===== src/rtl/pwm_chan_pkg.sv =====
package pwm_chan_pkg;
  localparam int unsigned CTRL_EN   = 0;
  localparam int unsigned CTRL_UPD  = 1;
  localparam int unsigned CTRL_AUTO = 2;
  localparam int unsigned CTRL_INV  = 3;
  localparam int unsigned ADDR_W    = 2;

  typedef enum logic [ADDR_W-1:0] {
    REG_PERIOD = 2'd0,
    REG_DUTY   = 2'd1,
    REG_CTRL   = 2'd2,
    REG_NONE   = 2'd3
  } reg_sel_e;

  typedef struct packed {
    logic start;
    logic stop;
    logic upd;
  } cmd_t;
endpackage


===== src/rtl/pwm_chan_regs.sv =====
module pwm_chan_regs
  import pwm_chan_pkg::*;
#(
  parameter int unsigned CNT_W = 16
) (
  input  logic             clk_i,
  input  logic             rst_ni,
  input  logic             wr_en_i,
  input  logic [ADDR_W-1:0] wr_addr_i,
  input  logic [CNT_W-1:0] wr_data_i,
  output logic [CNT_W-1:0] period_buf_o,
  output logic [CNT_W-1:0] duty_buf_o,
  output logic             auto_o,
  output logic             inv_o,
  output cmd_t             cmd_o
);
  logic ctrl_wr;
  assign ctrl_wr = wr_en_i && (wr_addr_i == REG_CTRL);

  always_ff @(posedge clk_i or negedge rst_ni) begin
    if (!rst_ni) begin
      period_buf_o <= '0;
      duty_buf_o   <= '0;
      auto_o       <= 1'b0;
      inv_o        <= 1'b0;
    end else if (wr_en_i) begin
      case (reg_sel_e'(wr_addr_i))
        REG_PERIOD: period_buf_o <= wr_data_i;
        REG_DUTY:   duty_buf_o   <= wr_data_i;
        REG_CTRL: begin
          auto_o <= wr_data_i[CTRL_AUTO];
          inv_o  <= wr_data_i[CTRL_INV];
        end
        default: ;
      endcase
    end
  end

  // enable bit is a command, not a stored flag: run state lives in the counter
  always_comb begin
    cmd_o.start = ctrl_wr &&  wr_data_i[CTRL_EN];
    cmd_o.stop  = ctrl_wr && !wr_data_i[CTRL_EN];
    cmd_o.upd   = ctrl_wr &&  wr_data_i[CTRL_UPD];
  end

  p_period_wr_r2: assert property (@(posedge clk_i) disable iff (!rst_ni)
    wr_en_i && (wr_addr_i == REG_PERIOD) |=> period_buf_o == $past(wr_data_i));
  p_duty_wr_r2: assert property (@(posedge clk_i) disable iff (!rst_ni)
    wr_en_i && (wr_addr_i == REG_DUTY) |=> duty_buf_o == $past(wr_data_i));
endmodule


===== src/rtl/pwm_chan_cnt.sv =====
module pwm_chan_cnt
  import pwm_chan_pkg::*;
#(
  parameter int unsigned CNT_W = 16
) (
  input  logic             clk_i,
  input  logic             rst_ni,
  input  logic             tick_i,
  input  logic [CNT_W-1:0] period_buf_i,
  input  logic             auto_i,
  input  cmd_t             cmd_i,
  output logic [CNT_W-1:0] cnt_o,
  output logic             run_o,
  output logic             load_o,
  output logic             wrap_o,
  output logic             step_o,
  output logic             end_o,
  output logic             irq_o
);
  localparam logic [CNT_W-1:0] ONE = CNT_W'(1);

  logic [CNT_W-1:0] cnt_q;
  logic             run_q, irq_q;
  logic             count_en, at_zero;

  assign at_zero  = (cnt_q == '0);
  // a stop written in the same cycle wins over the tick
  assign count_en = run_q && tick_i && !cmd_i.stop;
  assign load_o   = (cmd_i.start || cmd_i.upd) && !run_q;
  assign wrap_o   = count_en && at_zero && auto_i;
  assign end_o    = count_en && at_zero && !auto_i;
  assign step_o   = count_en && !at_zero;

  always_ff @(posedge clk_i or negedge rst_ni) begin
    if (!rst_ni) begin
      cnt_q <= '0;
    end else if (load_o || wrap_o) begin
      cnt_q <= period_buf_i;
    end else if (step_o) begin
      cnt_q <= cnt_q - ONE;
    end
  end

  always_ff @(posedge clk_i or negedge rst_ni) begin
    if (!rst_ni) begin
      run_q <= 1'b0;
      irq_q <= 1'b0;
    end else begin
      if (cmd_i.stop)       run_q <= 1'b0;
      else if (cmd_i.start) run_q <= 1'b1;
      else if (end_o)       run_q <= 1'b0;
      irq_q <= count_en && at_zero;
    end
  end

  assign cnt_o = cnt_q;
  assign run_o = run_q;
  assign irq_o = irq_q;

  p_hold_no_tick_r1: assert property (@(posedge clk_i) disable iff (!rst_ni)
    !tick_i && !load_o |=> $stable(cnt_q));
  p_step_one_r1: assert property (@(posedge clk_i) disable iff (!rst_ni)
    run_q && tick_i && !cmd_i.stop && (cnt_q != '0) |=> cnt_q == $past(cnt_q) - ONE);
  p_irq_after_zero_r4: assert property (@(posedge clk_i) disable iff (!rst_ni)
    irq_q |-> $past(tick_i) && ($past(cnt_q) == '0) && $past(run_q));
  p_reload_r5: assert property (@(posedge clk_i) disable iff (!rst_ni)
    run_q && tick_i && !cmd_i.stop && (cnt_q == '0) && auto_i
      |=> run_q && (cnt_q == $past(period_buf_i)));
  p_stopped_hold_r6: assert property (@(posedge clk_i) disable iff (!rst_ni)
    !run_q && !load_o |=> $stable(cnt_q));
  p_oneshot_end_r8: assert property (@(posedge clk_i) disable iff (!rst_ni)
    run_q && tick_i && !cmd_i.stop && (cnt_q == '0) && !auto_i
      |=> !run_q && (cnt_q == '0));
endmodule


===== src/rtl/pwm_chan_cmp.sv =====
module pwm_chan_cmp #(
  parameter int unsigned CNT_W = 16
) (
  input  logic             clk_i,
  input  logic             rst_ni,
  input  logic             load_i,
  input  logic             wrap_i,
  input  logic             step_i,
  input  logic             end_i,
  input  logic [CNT_W-1:0] cnt_i,
  input  logic [CNT_W-1:0] period_buf_i,
  input  logic [CNT_W-1:0] duty_buf_i,
  input  logic             inv_i,
  output logic             pwm_o
);
  localparam logic [CNT_W-1:0] ONE = CNT_W'(1);

  logic [CNT_W-1:0] cmp_q;
  logic             lvl_q;

  // compare register moves only with the counter reload
  always_ff @(posedge clk_i or negedge rst_ni) begin
    if (!rst_ni) begin
      cmp_q <= '0;
      lvl_q <= 1'b0;
    end else if (load_i || wrap_i) begin
      cmp_q <= duty_buf_i;
      lvl_q <= (period_buf_i == duty_buf_i);
    end else if (end_i) begin
      lvl_q <= 1'b0;
    end else if (step_i && ((cnt_i - ONE) == cmp_q)) begin
      lvl_q <= 1'b1;
    end
  end

  assign pwm_o = lvl_q ^ inv_i;

  p_cmp_hold_r3: assert property (@(posedge clk_i) disable iff (!rst_ni)
    !load_i && !wrap_i |=> $stable(cmp_q));
  p_level_bound_r7: assert property (@(posedge clk_i) disable iff (!rst_ni)
    lvl_q |-> cnt_i <= cmp_q);
  p_oneshot_low_r8: assert property (@(posedge clk_i) disable iff (!rst_ni)
    end_i |=> !lvl_q);
endmodule


===== src/rtl/pwm_chan.sv =====
module pwm_chan
  import pwm_chan_pkg::*;
#(
  parameter int unsigned CNT_W = 16
) (
  input  logic             clk_i,
  input  logic             rst_ni,
  input  logic             tick_i,
  input  logic             wr_en_i,
  input  logic [1:0]       wr_addr_i,
  input  logic [CNT_W-1:0] wr_data_i,
  output logic             pwm_o,
  output logic             irq_o,
  output logic [CNT_W-1:0] cnt_o,
  output logic             run_o
);
  logic [CNT_W-1:0] period_buf, duty_buf;
  logic             auto_en, inv_en;
  cmd_t             cmd;
  logic             load, wrap, step, oneshot_end;

  pwm_chan_regs #(.CNT_W(CNT_W)) u_regs (
    .clk_i        (clk_i),
    .rst_ni       (rst_ni),
    .wr_en_i      (wr_en_i),
    .wr_addr_i    (wr_addr_i),
    .wr_data_i    (wr_data_i),
    .period_buf_o (period_buf),
    .duty_buf_o   (duty_buf),
    .auto_o       (auto_en),
    .inv_o        (inv_en),
    .cmd_o        (cmd)
  );

  pwm_chan_cnt #(.CNT_W(CNT_W)) u_cnt (
    .clk_i        (clk_i),
    .rst_ni       (rst_ni),
    .tick_i       (tick_i),
    .period_buf_i (period_buf),
    .auto_i       (auto_en),
    .cmd_i        (cmd),
    .cnt_o        (cnt_o),
    .run_o        (run_o),
    .load_o       (load),
    .wrap_o       (wrap),
    .step_o       (step),
    .end_o        (oneshot_end),
    .irq_o        (irq_o)
  );

  pwm_chan_cmp #(.CNT_W(CNT_W)) u_cmp (
    .clk_i        (clk_i),
    .rst_ni       (rst_ni),
    .load_i       (load),
    .wrap_i       (wrap),
    .step_i       (step),
    .end_i        (oneshot_end),
    .cnt_i        (cnt_o),
    .period_buf_i (period_buf),
    .duty_buf_i   (duty_buf),
    .inv_i        (inv_en),
    .pwm_o        (pwm_o)
  );

  p_irq_single_r4: assert property (@(posedge clk_i) disable iff (!rst_ni)
    irq_o && !auto_en |=> !irq_o);
endmodule


===== config.mk =====
export PLATFORM = sky130hd
export DESIGN_NAME = pwm_chan
export DESIGN_NICKNAME = d
export VERILOG_FILES = /design/src/rtl/pwm_chan_pkg.sv /design/src/rtl/pwm_chan_regs.sv /design/src/rtl/pwm_chan_cnt.sv /design/src/rtl/pwm_chan_cmp.sv /design/src/rtl/pwm_chan.sv
export SDC_FILE = /design/constraint.sdc
export NUM_CORES = 1
export LEC_CHECK = 0
export CAP_MARGIN = 15
export CORE_ASPECT_RATIO = 2
export CORE_UTILIZATION = 40
export CTS_CLUSTER_SIZE = 40
export DETAILED_ROUTE_END_ITERATION = 6
export GPL_ROUTABILITY_DRIVEN = 0
export GPL_TIMING_DRIVEN = 0
export MAX_ROUTING_LAYER = met4
export SYNTH_ARGS = -nofsm -noshare
export SYNTH_HDL_FRONTEND = slang
export SYNTH_SLANG_ARGS = --single-unit

===== constraint.sdc =====
create_clock -name clk_i -period 2.9 [get_ports clk_i]
set_input_delay 0.87 -clock clk_i [delete_from_list [all_inputs] [get_ports clk_i]]
set_output_delay 0.87 -clock clk_i [all_outputs]
set_load 0.01 [all_outputs]

==> flow_summary.json <==
{
  "internal-power_w": 0.00274,
  "avgSynthCellArea_um2": 10.3,
  "numCtsBuffers": 9,
  "muxShareOfSynthArea_pct": 10.6,
  "die_area_mm2": 0.00941,
  "drt_iter0_drc": 225,
  "synth_top_family_by_area": "simple AND/OR/NAND/NOR gates",
  "finalCritPeriodShare_pct": 95.7,
  "p_switching_w": 0.00161,
  "antenna_found_initial": 0,
  "fin_util_pct": 51.2,
  "synthXorXnorAreaFrac_pct": 9.49,
  "synthTopCellsByArea": "dfrtp_1, mux2_2, xnor2_1, nand2_1, xor2_1",
  "yosysTopAreaCellShare_pct": 47.9,
  "initial_utilization_pct": 41.4,
  "synth-adder-area-share_pct": 0.695,
  "io-pin-count": 41,
  "hold_violations": 0,
  "ys_warn_count": 0,
  "whs_ns": 0.486,
  "cp-end-kind": "register",
  "drc": 0,
  "fmax_mhz": 360,
  "synth_seq_cells": 69,
  "clock_power_share_pct": 23.7,
  "ir_drop_mv": 0.398,
  "seq_area_mm2": 0.00173,
  "die_y_um": 136,
  "worstMarginPinSlew_ns": 0.886,
  "routed_wl_um": 9130,
  "port_buffers": 40,
  "grt_pass1_wl_um": 14700,
  "power.density_mw_per_mm2": 977,
  "globalRouteOverflowTotal": 0,
  "cts_sinks": 69,
  "ys.flop_type": "dfrtp_1",
  "synthSimpleGateAreaFrac_pct": 18.0,
  "grt_pass1_vias": 2822,
  "ys_seq_area_share_pct": 47.9,
  "combPwrFrac_pct": 40.6,
  "core_mm2": 0.00871,
  "vias_per_cell": 5.48,
  "drive_gt1_share_pct": 17.7,
  "root_buffer": "clkbuf_16",
  "final_cell_mix": "dfrtp_1, nand2_1, clkdlybuf4s50_1",
  "clock_skew_ns": 0.00659,
  "drt_pass1_iterations": 4,
  "min_path_type": "reg -> reg",
  "p_sw_share_pct": 37.0,
  "diodes": 0,
  "cts_tree": "built",
  "p_leak_nw": 1.89,
  "finalMaxSlewViolations": 0,
  "num-nets-final": 427,
  "p_seq_share_pct": 35.7,
  "num_rows": 48,
  "clock_path_buffers": 2,
  "async_flop_share_pct": 100,
  "multiInputGateArea_mm2": 0.00182,
  "area.growth.synth_to_final_pct": 23.8,
  "synth_edf_count": 0,
  "relSlewSlack_pct": 40.9,
  "antenna_left": 0,
  "synthCells": 350,
  "drv_cap": 0,
  "crit_required_ns": 3.10,
  "cp_max_fo": 10,
  "crit_type": "in -> reg",
  "grt_max_degree": 70,
  "syn-num-nets": 374,
  "die_w_um": 69.1,
  "synth_compound_area_share_pct": 10.7,
  "period_needed_ns": 2.78,
  "setup_viol": 0,
  "fillers": 794,
  "yosys.area.top_type": "dfrtp_1",
  "htreeDepth": 3,
  "grt.total_usage_pct": 21.3,
  "insertion_delay_ns": 0.33,
  "vias": 2780,
  "routedWlPerCell_um": 18.0,
  "syn_area_mm2": 0.00360,
  "dpl.hpwl_um": 6840,
  "status": "completed",
  "arrival_ns": 2.98,
  "layout_commonest_cell": "dfrtp_1",
  "worstSetupStartpointType": "input pin",
  "cts.clk_slew.worst_paths_ns": 0.05,
  "synth_cell_types": 48
}
worst max-delay path, stage by stage:
cell and delay (ns):
clkdlybuf4s50_1 0.45, nand3b_1 0.34, o211ai_1 0.31, nor2_2 0.12, a21o_1 0.27, buf_2 0.24
a221o_1 0.38
cell usage after synthesis, types with 3 or more instances:
cell type,n
nand2_1,66
nor4_1,8
a221o_1,6
xnor2_1,30
a21oi_1,6
nor3b_1,4
o21ai_1,10
clkbuf_1,9
or3_1,3
dfrtp_1,69
inv_1,3
nand4_1,5
buf_2,5
mux2_2,33
xor2_1,9
nor3_1,4
nor2_1,15
o311ai_1,4
nand3_1,5
a22oi_1,3
o211ai_1,5
or4_1,3
o21ai_0,11
nor2b_1,3
cells by family (layout without fill, tap and decap cells):
kind of cell,count (synthesis),in the layout
AOI/OAI and AO/OA,56,56
xor gates and xnor gates,39,39
adders and majority gates,2,2
buffers and inverters,19,76
DFF,69,69
muxes,34,34
and+or+nand+nor,131,131
per-layer routing:
metal	vias up	global-route usage (%)	wire [µm]
met4	0	11.2	398
met3	27	4.00	299
met1	1327	23.1	3580
met2	75	36.5	4850
met5	-	-	0
li1	1351	-	-
timing repair:
action | in CTS | in global routing
gates resized for setup | 4 | 10
pin swaps | 0 | 1
setup buffers | 0 | 2
endpoints found under the setup margin | 28 | 26
hold buffers | 0 | 0
cell type report:
class                      count  share of cell area, %
inverter                       3                  0.253
clock buffer                  14                   6.15
multi-input combinational    262                   40.8
clock inverter                 1                  0.112
tap                          100                   2.81
buffer                        16                   1.91
sequential                    69                   38.7
timing repair buffer          42                   9.26
power groups by stage:
| stage | combinational [W] | sequential (W) | clock [W] |
|---|---|---|---|
| 3_5_place_dp | 0.00172 | 0.00156 | 0 |
| 2_1_floorplan | 0.00113 | 0.00152 | 0 |
| 6_report | 0.00177 | 0.00155 | 0.00103 |
| 4_1_cts | 0.00175 | 0.00155 | 0.00105 |
| 3_3_place_gp | 0.00170 | 0.00155 | 0 |
| 5_1_grt | 0.00192 | 0.00160 | 0.00109 |
stage by stage:
stage	instance area, µm²	power (W)	cells	setup TNS, ns	setup WS [ns]
2_1_floorplan	3600	0.00265	350	0	0.453
3_3_place_gp	4130	0.00325	490	-111.42	-1.45
3_5_place_dp	4120	0.00329	490	-11.74	-0.494
4_1_cts	4430	0.00435	505	0	0.0581
5_1_grt	4460	0.00461	507	-0.00251	-0.00251
6_report	4460	0.00436	507	0	0.124
final timing paths:
path | to | depth (start not counted) | slack [ns] | startpoint
min reg2reg | u_cmp.cmp_q[15] | 2 | 0.49 | u_cmp.cmp_q[15]
min in group asynchronous | u_cnt.cnt_o[7] | 1 | 0.65 | rst_ni
max reg2reg | u_cmp.lvl_q | 7 | 0.26 | u_cnt.cnt_o[5]
max in group asynchronous | u_regs.duty_buf_o[8] | 1 | 1.65 | rst_ni
min | u_cmp.cmp_q[15] | 2 | 0.49 | u_cmp.cmp_q[15]
max | u_cnt.cnt_o[9] | 7 | 0.12 | wr_addr_i[0]
registers in the layout, summed over array words and instances (netlist names):
signal,flops
u_cnt.cnt_o,16
u_regs.inv_o,1
u_cmp.lvl_q,1
u_cmp.cmp_q,16
u_cnt.irq_o,1
u_regs.period_buf_o,16
u_regs.auto_o,1
u_cnt.run_o,1
u_regs.duty_buf_o,16
Power figures use the tool's default switching activity.
